==> src/rtl/amu_pkg.sv <==
package amu_pkg;
  localparam int DATA_W = 64;
  localparam int WORD_BYTES = DATA_W / 8;

  typedef enum logic [2:0] {
    KIND_READ  = 3'd0,
    KIND_WRITE = 3'd1,
    KIND_INVAL = 3'd2,
    KIND_SWAP  = 3'd3,
    KIND_CAS   = 3'd4
  } kind_e;

  typedef enum logic [1:0] {
    ST_OK      = 2'd0,
    ST_ERR     = 2'd1,
    ST_NOMATCH = 2'd2
  } status_e;
endpackage

==> src/rtl/amu_decode.sv <==
module amu_decode #(
  parameter int          ADDR_W    = 16,
  parameter int unsigned BASE_ADDR = 'h1000,
  parameter int          MEM_BYTES = 256,
  localparam int         IDX_W     = $clog2(MEM_BYTES / amu_pkg::WORD_BYTES)
) (
  input  logic [2:0]        kind_i,
  input  logic [ADDR_W-1:0] addr_i,
  input  logic [1:0]        size_i,
  output logic              legal_o,
  output logic [IDX_W-1:0]  word_idx_o,
  output logic [2:0]        byte_off_o
);
  import amu_pkg::*;

  logic [ADDR_W:0]   rel;
  logic [ADDR_W-1:0] rel_lo;
  logic              in_range, aligned, kind_known, size_ok;

  assign rel    = {1'b0, addr_i} - {1'b0, ADDR_W'(BASE_ADDR)};
  assign rel_lo = rel[ADDR_W-1:0];
  // aligned accesses never straddle the window end: MEM_BYTES is a word multiple
  assign in_range = !rel[ADDR_W] && (rel_lo < ADDR_W'(MEM_BYTES));

  always_comb begin
    unique case (size_i)
      2'd0:    aligned = 1'b1;
      2'd1:    aligned = (addr_i[0] == 1'b0);
      2'd2:    aligned = (addr_i[1:0] == 2'b00);
      default: aligned = (addr_i[2:0] == 3'b000);
    endcase
  end

  assign kind_known = (kind_i <= KIND_CAS);
  assign size_ok    = (kind_i != KIND_CAS) || size_i[1];
  assign legal_o    = in_range && aligned && kind_known && size_ok;
  assign word_idx_o = rel_lo[IDX_W+2:3];
  assign byte_off_o = rel_lo[2:0];
endmodule

==> src/rtl/amu_lane.sv <==
module amu_lane
  import amu_pkg::*;
(
  input  logic [DATA_W-1:0] word_i,
  input  logic [2:0]        off_i,
  input  logic [1:0]        size_i,
  input  logic [DATA_W-1:0] wdata_i,
  input  logic [DATA_W-1:0] cmp_i,
  output logic [DATA_W-1:0] old_o,
  output logic [DATA_W-1:0] merged_o,
  output logic              match_o
);
  logic [DATA_W-1:0] size_mask, lane_mask;
  logic [5:0]        sh;

  always_comb begin
    unique case (size_i)
      2'd0:    size_mask = 64'h0000_0000_0000_00FF;
      2'd1:    size_mask = 64'h0000_0000_0000_FFFF;
      2'd2:    size_mask = 64'h0000_0000_FFFF_FFFF;
      default: size_mask = '1;
    endcase
  end

  assign sh        = {off_i, 3'b000};
  assign lane_mask = size_mask << sh;
  assign old_o     = (word_i >> sh) & size_mask;
  assign match_o   = (old_o == (cmp_i & size_mask));
  assign merged_o  = (word_i & ~lane_mask) | ((wdata_i << sh) & lane_mask);
endmodule

==> src/rtl/amu_store.sv <==
module amu_store #(
  parameter int  WORDS     = 32,
  parameter bit  ZERO_INIT = 1'b1,
  localparam int IDX_W     = $clog2(WORDS)
) (
  input  logic                      clk_i,
  input  logic                      rst_ni,
  input  logic                      we_i,
  input  logic [IDX_W-1:0]          idx_i,
  input  logic [amu_pkg::DATA_W-1:0] wdata_i,
  output logic [amu_pkg::DATA_W-1:0] rdata_o
);
  logic [amu_pkg::DATA_W-1:0] mem_q [WORDS];

  generate
    if (ZERO_INIT) begin : g_clear
      always_ff @(posedge clk_i or negedge rst_ni) begin
        if (!rst_ni) begin
          for (int i = 0; i < WORDS; i++) mem_q[i] <= '0;
        end else if (we_i) begin
          mem_q[idx_i] <= wdata_i;
        end
      end
    end else begin : g_keep
      always_ff @(posedge clk_i) begin
        if (we_i) mem_q[idx_i] <= wdata_i;
      end
    end
  endgenerate

  assign rdata_o = mem_q[idx_i];

  // a written word holds the merged value on the next cycle
  a_r4_write_lands: assert property (@(posedge clk_i) disable iff (!rst_ni)
    we_i |=> mem_q[$past(idx_i)] == $past(wdata_i));
endmodule

==> src/rtl/amu_timer.sv <==
module amu_timer #(
  parameter int  LATENCY = 3,
  localparam int CNT_W   = $clog2(LATENCY + 1)
) (
  input  logic clk_i,
  input  logic rst_ni,
  input  logic start_i,
  output logic busy_o,
  output logic done_o
);
  logic [CNT_W-1:0] cnt_q;
  logic             done_q;

  always_ff @(posedge clk_i or negedge rst_ni) begin
    if (!rst_ni) begin
      cnt_q  <= '0;
      done_q <= 1'b0;
    end else begin
      done_q <= (cnt_q == CNT_W'(1));
      if (start_i)             cnt_q <= CNT_W'(LATENCY);
      else if (cnt_q != '0)    cnt_q <= cnt_q - CNT_W'(1);
    end
  end

  assign busy_o = (cnt_q != '0);
  assign done_o = done_q;

  a_r2_done_single: assert property (@(posedge clk_i) disable iff (!rst_ni)
    done_o |=> !done_o || $past(start_i));
  a_r2_done_after_busy: assert property (@(posedge clk_i) disable iff (!rst_ni)
    $rose(done_o) |-> $past(busy_o));
endmodule

==> src/rtl/atomic_mem_unit.sv <==
module atomic_mem_unit #(
  parameter int          ADDR_W     = 16,
  parameter int unsigned BASE_ADDR  = 'h1000,
  parameter int          MEM_BYTES  = 256,
  parameter int          PAGE_BYTES = 64,
  parameter int          LATENCY    = 3,
  parameter bit          ZERO_INIT  = 1'b1
) (
  input  logic              clk_i,
  input  logic              rst_ni,
  input  logic              req_valid_i,
  output logic              req_ready_o,
  input  logic [2:0]        req_kind_i,
  input  logic [ADDR_W-1:0] req_addr_i,
  input  logic [1:0]        req_size_i,
  input  logic [63:0]       req_wdata_i,
  input  logic [63:0]       req_cmp_i,
  output logic              rsp_valid_o,
  output logic [63:0]       rsp_rdata_o,
  output logic [1:0]        rsp_status_o
);
  import amu_pkg::*;

  localparam int WORDS = MEM_BYTES / WORD_BYTES;
  localparam int IDX_W = $clog2(WORDS);

  logic              accept, busy, legal, match, mem_we;
  logic [IDX_W-1:0]  word_idx;
  logic [2:0]        byte_off;
  logic [DATA_W-1:0] cur_word, old_val, merged;
  logic [DATA_W-1:0] rdata_d, rdata_q;
  status_e           status_d, status_q;
  kind_e             kind;

  initial a_r1_page_multiple: assert (MEM_BYTES % PAGE_BYTES == 0);

  assign kind        = kind_e'(req_kind_i);
  assign req_ready_o = !busy;
  assign accept      = req_valid_i && req_ready_o;

  amu_decode #(.ADDR_W(ADDR_W), .BASE_ADDR(BASE_ADDR), .MEM_BYTES(MEM_BYTES)) u_decode (
    .kind_i(req_kind_i), .addr_i(req_addr_i), .size_i(req_size_i),
    .legal_o(legal), .word_idx_o(word_idx), .byte_off_o(byte_off)
  );

  amu_store #(.WORDS(WORDS), .ZERO_INIT(ZERO_INIT)) u_store (
    .clk_i(clk_i), .rst_ni(rst_ni), .we_i(mem_we), .idx_i(word_idx),
    .wdata_i(merged), .rdata_o(cur_word)
  );

  amu_lane u_lane (
    .word_i(cur_word), .off_i(byte_off), .size_i(req_size_i),
    .wdata_i(req_wdata_i), .cmp_i(req_cmp_i),
    .old_o(old_val), .merged_o(merged), .match_o(match)
  );

  amu_timer #(.LATENCY(LATENCY)) u_timer (
    .clk_i(clk_i), .rst_ni(rst_ni), .start_i(accept),
    .busy_o(busy), .done_o(rsp_valid_o)
  );

  always_comb begin
    status_d = ST_OK;
    rdata_d  = '0;
    mem_we   = 1'b0;
    if (!legal) begin
      status_d = ST_ERR;
    end else begin
      unique case (kind)
        KIND_READ:  rdata_d = old_val;
        KIND_WRITE: mem_we  = accept;
        KIND_SWAP: begin
          rdata_d = old_val;
          mem_we  = accept;
        end
        KIND_CAS: begin
          rdata_d = old_val;
          mem_we  = accept && match;
          if (!match) status_d = ST_NOMATCH;
        end
        default: ;
      endcase
    end
  end

  always_ff @(posedge clk_i or negedge rst_ni) begin
    if (!rst_ni) begin
      rdata_q  <= '0;
      status_q <= ST_OK;
    end else if (accept) begin
      rdata_q  <= rdata_d;
      status_q <= status_d;
    end
  end

  assign rsp_rdata_o  = rdata_q;
  assign rsp_status_o = status_q;

  a_r7_cas_miss_no_write: assert property (@(posedge clk_i) disable iff (!rst_ni)
    (accept && kind == KIND_CAS && !match) |-> !mem_we);
  a_r11_inval_no_write: assert property (@(posedge clk_i) disable iff (!rst_ni)
    (accept && kind == KIND_INVAL) |-> !mem_we);
  a_r8_short_cas_err: assert property (@(posedge clk_i) disable iff (!rst_ni)
    (accept && kind == KIND_CAS && !req_size_i[1]) |=> (rsp_status_o == ST_ERR && !u_store.we_i));
  a_r2_ready_with_rsp: assert property (@(posedge clk_i) disable iff (!rst_ni)
    rsp_valid_o |-> req_ready_o);
endmodule

==> config.mk <==
export PLATFORM = sky130hd
export DESIGN_NAME = atomic_mem_unit
export DESIGN_NICKNAME = d
export VERILOG_FILES = /design/src/rtl/amu_pkg.sv /design/src/rtl/amu_decode.sv /design/src/rtl/amu_lane.sv /design/src/rtl/amu_store.sv /design/src/rtl/amu_timer.sv /design/src/rtl/atomic_mem_unit.sv
export SDC_FILE = /design/constraint.sdc
export NUM_CORES = 2
export LEC_CHECK = 0
export BUFFER_PORTS_ARGS = -buffer_cell sky130_fd_sc_hd__buf_2
export CAP_MARGIN = 20
export CORE_ASPECT_RATIO = 1.2
export CORE_MARGIN = 2
export CORE_UTILIZATION = 64
export CTS_BUF_LIST = sky130_fd_sc_hd__clkbuf_4 sky130_fd_sc_hd__clkbuf_8
export DETAILED_ROUTE_END_ITERATION = 6
export MAX_ROUTING_LAYER = met4
export PLACE_DENSITY_LB_ADDON = 0.12
export SLEW_MARGIN = 25
export SYNTH_ARGS = -nofsm -noshare
export SYNTH_HDL_FRONTEND = slang
export SYNTH_HIERARCHICAL = 1
export SYNTH_SLANG_ARGS = --single-unit
==> constraint.sdc <==
create_clock -name clk_i -period 10.2 [get_ports clk_i]
set_input_delay 0.51 -clock clk_i [delete_from_list [all_inputs] [get_ports clk_i]]
set_output_delay 0.51 -clock clk_i [all_outputs]
set_load 0.05 [all_outputs]
# Word level (Yosys, flattened, before mapping)
# Index checks and enable logic that the tools add are counted.
# word_totals
reg_bits	2117
in_bits	152
out_inout_bits	68
elab_cells	96
# classes
add_sub_neg	2
order_cmp	4
eq_ne	8
shifts	3
n_mux	17
bitwise	8
reduce_logical	18
# op_table
operator	count
bitwise mux 2048 bit	1
binary-select mux 64 bit (select 5 bit)	1
demux 64 bit (select 5 bit)	1
two-way mux 64 bit	5
bitwise AND 64 bit	4
case mux 64 bit (3 select lines)	1
<< shifter 64 x 6 -> 64 bit	2
== test 64 bit	1
inverter 64 bit	1
OR 64 bit	1
right shift 64 x 6 -> 64 bit	1
subtractor 16 x 13 -> 17 bit, second input constant	1
< comparator 16 x 9 -> 1 bit, second input constant	1
two-way mux 2 bit	5
logical AND 1 bit	7
>= comparator 6 bit, second input constant	1
zero test 3 bit	2
< comparator 6 x 1 -> 1 bit, second input constant	1
inverter 5 -> 6 bit	1
== test 2 x 1 -> 1 bit, second input constant	2
zero test 2 bit	2
nonzero test 2 bit	2
== test 3 x 1 -> 1 bit, second input constant	1
== test 3 x 2 -> 1 bit, second input constant	1
13 further kinds	14

# Depth between registers and ports, before layout
# logic_depth
ltp_word	11
depth_mapped	25

# Modules after synthesis
# Netlist, hierarchy kept.
# by_module_without_submodules
module	instances	cells_each	area_each_um2
amu_store	1	6511	92231.0
amu_lane	1	739	5572.8
atomic_mem_unit	1	160	2504.9
amu_timer	1	12	138.9
amu_decode	1	16	127.6

# Least setup slack after synthesis
# Ideal clock, no wire load.
# synth_timing
kind	in2reg
from	input port req_addr_i[3]
to	register u_store/mem_q[1219] in the netlist's numbering
setup_time_ns	0.125
arrival_time_ns	5.931
required_time_ns	10.075
setup_slack_ns	4.144
path_stages	22
path_cell_list	buf_4 -> buf_2 -> buf_2 -> clkbuf_1 -> mux2i_1 -> o22ai_1 -> nor4_1 -> nand2_1 -> mux4_2 -> nand2_1 -> nor2_1 -> or4_1 -> o41a_1 -> a2111oi_2 -> and4_1 -> nand3_1 -> a21oi_1 -> or3b_1 -> buf_2 -> nor2_2 -> buf_6 -> mux2_2
# synth_via
elab_chain_len	11
word_cells_on_any_way	25
# synth_lines
item	line_no	source
start, declared	atomic_mem_unit.sv:14	input logic [ADDR_W-1:0] req_addr_i,
subtractor 16 x 13 -> 17 bit	amu_decode.sv:20	assign rel = {1'b0, addr_i} - {1'b0, ADDR_W'(BASE_ADDR)};
inverter 5 -> 6 bit (not written as such)	amu_store.sv:31	assign rdata_o = mem_q[idx_i];
binary-select mux 64 bit (select 5 bit)	amu_store.sv:31	
two-way mux 64 bit (not written as such) (2 in a row)	amu_store.sv:31	
net cur_word[47]	atomic_mem_unit.sv:30	logic [DATA_W-1:0] cur_word, old_val, merged;
right shift 64 x 6 -> 64 bit	amu_lane.sv:27	assign old_o = (word_i >> sh) & size_mask;
bitwise AND 64 bit	amu_lane.sv:27	
== test 64 bit	amu_lane.sv:28	assign match_o = (old_o == (cmp_i & size_mask));
net match	atomic_mem_unit.sv:27	logic accept, busy, legal, match, mem_we;
logical AND 1 bit	atomic_mem_unit.sv:78	mem_we = accept && match;
case mux 1 bit (2 select lines)	atomic_mem_unit.sv:69	unique case (kind)
two-way mux 1 bit	atomic_mem_unit.sv:66	if (!legal) begin
net mem_we	atomic_mem_unit.sv:27	
end signal, assigned by index	amu_store.sv:21	mem_q[idx_i] <= wdata_i;
end, declared	amu_store.sv:13	logic [amu_pkg::DATA_W-1:0] mem_q [WORDS];
# The timed path passes the listed nets, and every way through them passes these cells. The select of a mux whose other input is x is not followed.
# A chain may end at the register's enable or synchronous reset.

# Final worst setup path
# layout_timing
from	input port req_addr_i[6]
to	register u_store/mem_q[1245] in the netlist's numbering
# Same word-level chain as after synthesis.

==> metrics.md <==
| Metric | Value |
|---|---|
| Syn Area/Cell | 13.5 um^2 |
| Initial DRC Count | between 7000 and 8000 |
| Clk sinks | between 2000 and 2500 |
| #FFs+latches synth | 2117 |
| Crit path buffers/inverters | 4 |
| Clk pin slew, worst setup/hold paths | 60 ps |
| Crit path required time | around 11000 ps |
| Startpoint types | input pin |
| Cell taking the most area after synthesis | dfrtp_1 |
| Fillers | 10952 |
| Worst Path Max Fanout | 42 |
| Slew @ Worst Pin | approximately 1200 ps |
| Die span in y | 438 um |
| Core box area | 156000 um^2 |
| Placed Area | ~100000 um^2 |
| Status | complete, no violations |
| Final period utilization | between 70% and 80% |
| Cell family with most CP delay | simple AND/OR/NAND/NOR gates |
| Top-area cell type share of the netlist area | 52.7% |
| Final min period | between 7000 and 8000 ps |
| Clock skew | 89.6 ps |
| DR WL/cell | 31.6 um |
| Setup TNS | 0 ps |
| Final Instance Area | 111000 um^2 |
| CP peak stage delay | 870 ps |
| Hold Vio Cnt, Final | 0 |
| Leakage | ~56 nW |
| Syn nets | between 7000 and 8000 |
| Setup CP Type | in2reg |
| Slowest cell on crit path | or4_4 |
| Seq pwr share | 48.8% |
| Slew headroom | 22.2% |
| GRT Total Usage | 40.0% |
| Port bufs | 219 |
| Share of layout cells above drive strength 1 | 41.2% |
| Yosys cell types | 90 |
| Cell Rows | about 160 |
| Async SR Flop Fraction | 100% |
| Gpl congestion | 0.993 |
| Gr ovfl total | 0 |
| CTS tree | done |
| Total die area | between 150000 and 200000 um^2 |
| Via count | around 67000 |
| Vias per cell | ~6.8 |
| Top Ports | 220 |
| Unrepaired setup endpoints after global routing | no |
| Largest net degree at the start of global routing | 192 |
| Cells after synthesis | 7438 |
| Crit path DAT | 8690 ps |
| Most frequent cells in the layout | dfrtp_1, mux2_2, mux2i_1 |
| Final HPWL DP | ~190 mm |
| Sw Pwr | between 4 and 5 mW |
| Top cells by area, synth | dfrtp_1, mux2_2, mux2i_1 |
| CTS root buf | clkbuf_8 |
| Pwr/cell area | 155 nW/um^2 |
| Most common cell after layout, fill and taps aside | dfrtp_1 |
| Mapped Area | ~100000 um^2 |
| Vias in the first global route | 68405 |
| Worst Hold Class | in2async |
| Switching part of the total power | 24.3% |
| Final setup fails | 0 |
| Nets | about 7700 |
| Initial antenna violation count | 29 |
| Fin util | 71.1% |
| CTS max path bufs | 4 |
| Finished Layout Cells | 9905 |
| Maxcap violations | 0 |
| Gate power share | 6.0% |
| Max-slew violation count | 0 |
| Register area share after synthesis | 52.7% |
| FMAX | 129 MHz |
| Clock power frac | 45.2% |
| First-pass GRT wire length | ~460 mm |
| CTS buffer count | between 300 and 400 |
| Die boundary width | 366 um |
| Final WL | between 300 and 400 mm |
| Int Pwr | 13.0 mW |
| Worst skew pair latency | 1110 ps |
| Setup bufs post-CTS | 0 |
| CP endpoint kind | flip-flop |
| IR drop worst, VDD | roughly 0.16 mV |
| Remaining antenna violation count | 0 |
| Number of enable flip-flop cells after synthesis | 0 |
| Initial Util | ~64% |
| Cell Chain, Critical Path | buf_2 -> or4_4 -> buf_4 -> o22ai_1 -> nor4_1 -> nand2_1 -> mux2i_1 -> mux4_2 -> xnor2_1 -> a2111oi_2 -> nand4_1 -> nor4b_1 -> and4_1 -> nand3_1 -> a21oi_1 -> buf_4 -> or3b_1 -> nor2_4 -> buf_12 -> mux2_2 |
| Dominant synthesized flop cell | dfrtp_1 |
| # DRC | 0 |
| Iteration count of the initial detailed-routing pass | 6 |
| Yosys warns | 6 |
| Critical Path Most Common Cell | buf_4 |
| DP Cell Count | between 9000 and 10000 |
| Area Growth Syn to Fin | 10.6% |
| # H-tree levels | 5 |
path summary, 6_finish.rpt:
path,start,to,slack (ps),cells after the start
max in group asynchronous,rst_ni,u_store/mem_q[2012],7490,4
max,req_addr_i[6],u_store/mem_q[1245],2430,20
min reg2reg,u_store/mem_q[715],u_store/mem_q[715],480,1
max reg2reg,u_store/mem_q[1695],u_store/mem_q[1245],3220,18
min in group clk_i,req_kind_i[1],rsp_rdata_o[21],180,4
min,rst_ni,u_store/mem_q[1075],150,2
repair_timing:
item | CTS | global route
hold buffers | 7 | 0
resized for setup | 0 | 0
endpoints found under the hold margin | 160 | 0
per-stage QoR:
step / hold WS [ps] / total power [mW] / worst slack [ps]
2_1_floorplan: 214 / 9.08 / 4140
3_3_place_gp: 467 / 9.56 / 1910
3_5_place_dp: 474 / 9.57 / 1840
4_1_cts: 83.1 / 17.3 / 2950
5_1_grt: 171 / 17.8 / 2380
6_report: 147 / 17.2 / 2430
synth_stat cells, types with 16 or more instances:
cell type,number
a22oi_1,24
dfrtp_1,2117
nand2_1,155
buf_2,256
o21ai_0,58
buf_6,47
o22ai_1,525
mux2_2,1959
a211oi_1,18
buf_1,22
mux4_2,44
clkbuf_1,364
a22o_2,55
nand3_1,16
nor4_1,128
inv_1,42
mux2_1,150
nor2_1,72
a21oi_1,37
mux2i_1,1086
per-layer routing:
| metal | GRT usage, % | routed length, um | up-vias |
|---|---|---|---|
| met5 | - | 0 | - |
| met4 | 19.6 | 16500 | 0 |
| met3 | 11.0 | 29300 | 795 |
| met2 | 59.7 | 143000 | 3174 |
| met1 | 50.7 | 124000 | 35295 |
| li1 | - | - | 27681 |
area by class of cell:
class,count,area (um^2),share of cell area (%)
flip-flops and latches,2117,53000,47.6
multi-input cells,4567,44500,40.0
clock buffers,539,6810,6.12
repair buffers,444,3630,3.26
well taps,2093,2620,2.35
clock inverters,61,480,0.432
inverters,43,161,0.145
diodes,41,103,0.0922
power groups by stage:
| stage | clock network [mW] | registers, mW | logic [mW] |
|---|---|---|---|
| 3_3_place_gp | 0 | 8.56 | 0.992 |
| 6_report | 7.79 | 8.41 | 1.04 |
| 5_1_grt | 8.27 | 8.41 | 1.09 |
| 3_5_place_dp | 0 | 8.56 | 1.01 |
| 4_1_cts | 7.88 | 8.41 | 1.01 |
| 2_1_floorplan | 0 | 8.58 | 0.497 |
flip-flops by register name, summed over array words and instances, names as in the netlist:
register        flops
rsp_rdata_o        64
rsp_status_o        2
u_timer/cnt_q       2
u_store/mem_q    2048
u_timer/done_o      1
logic make-up after synthesis:
logic type | Yosys count | share of synthesized area, %
AO/OA/AOI/OAI | 800 | 5.36
XOR/XNOR | 20 | 0.174
adder cells (fa/ha/maj) | 2 | 0.0249
buffers and inverters | 754 | 3.62
flip-flops | 2117 | 52.7
multiplexers | 3241 | 35.4
AND/OR/NAND/NOR | 504 | 2.72
Power figures use the tool's default switching activity.
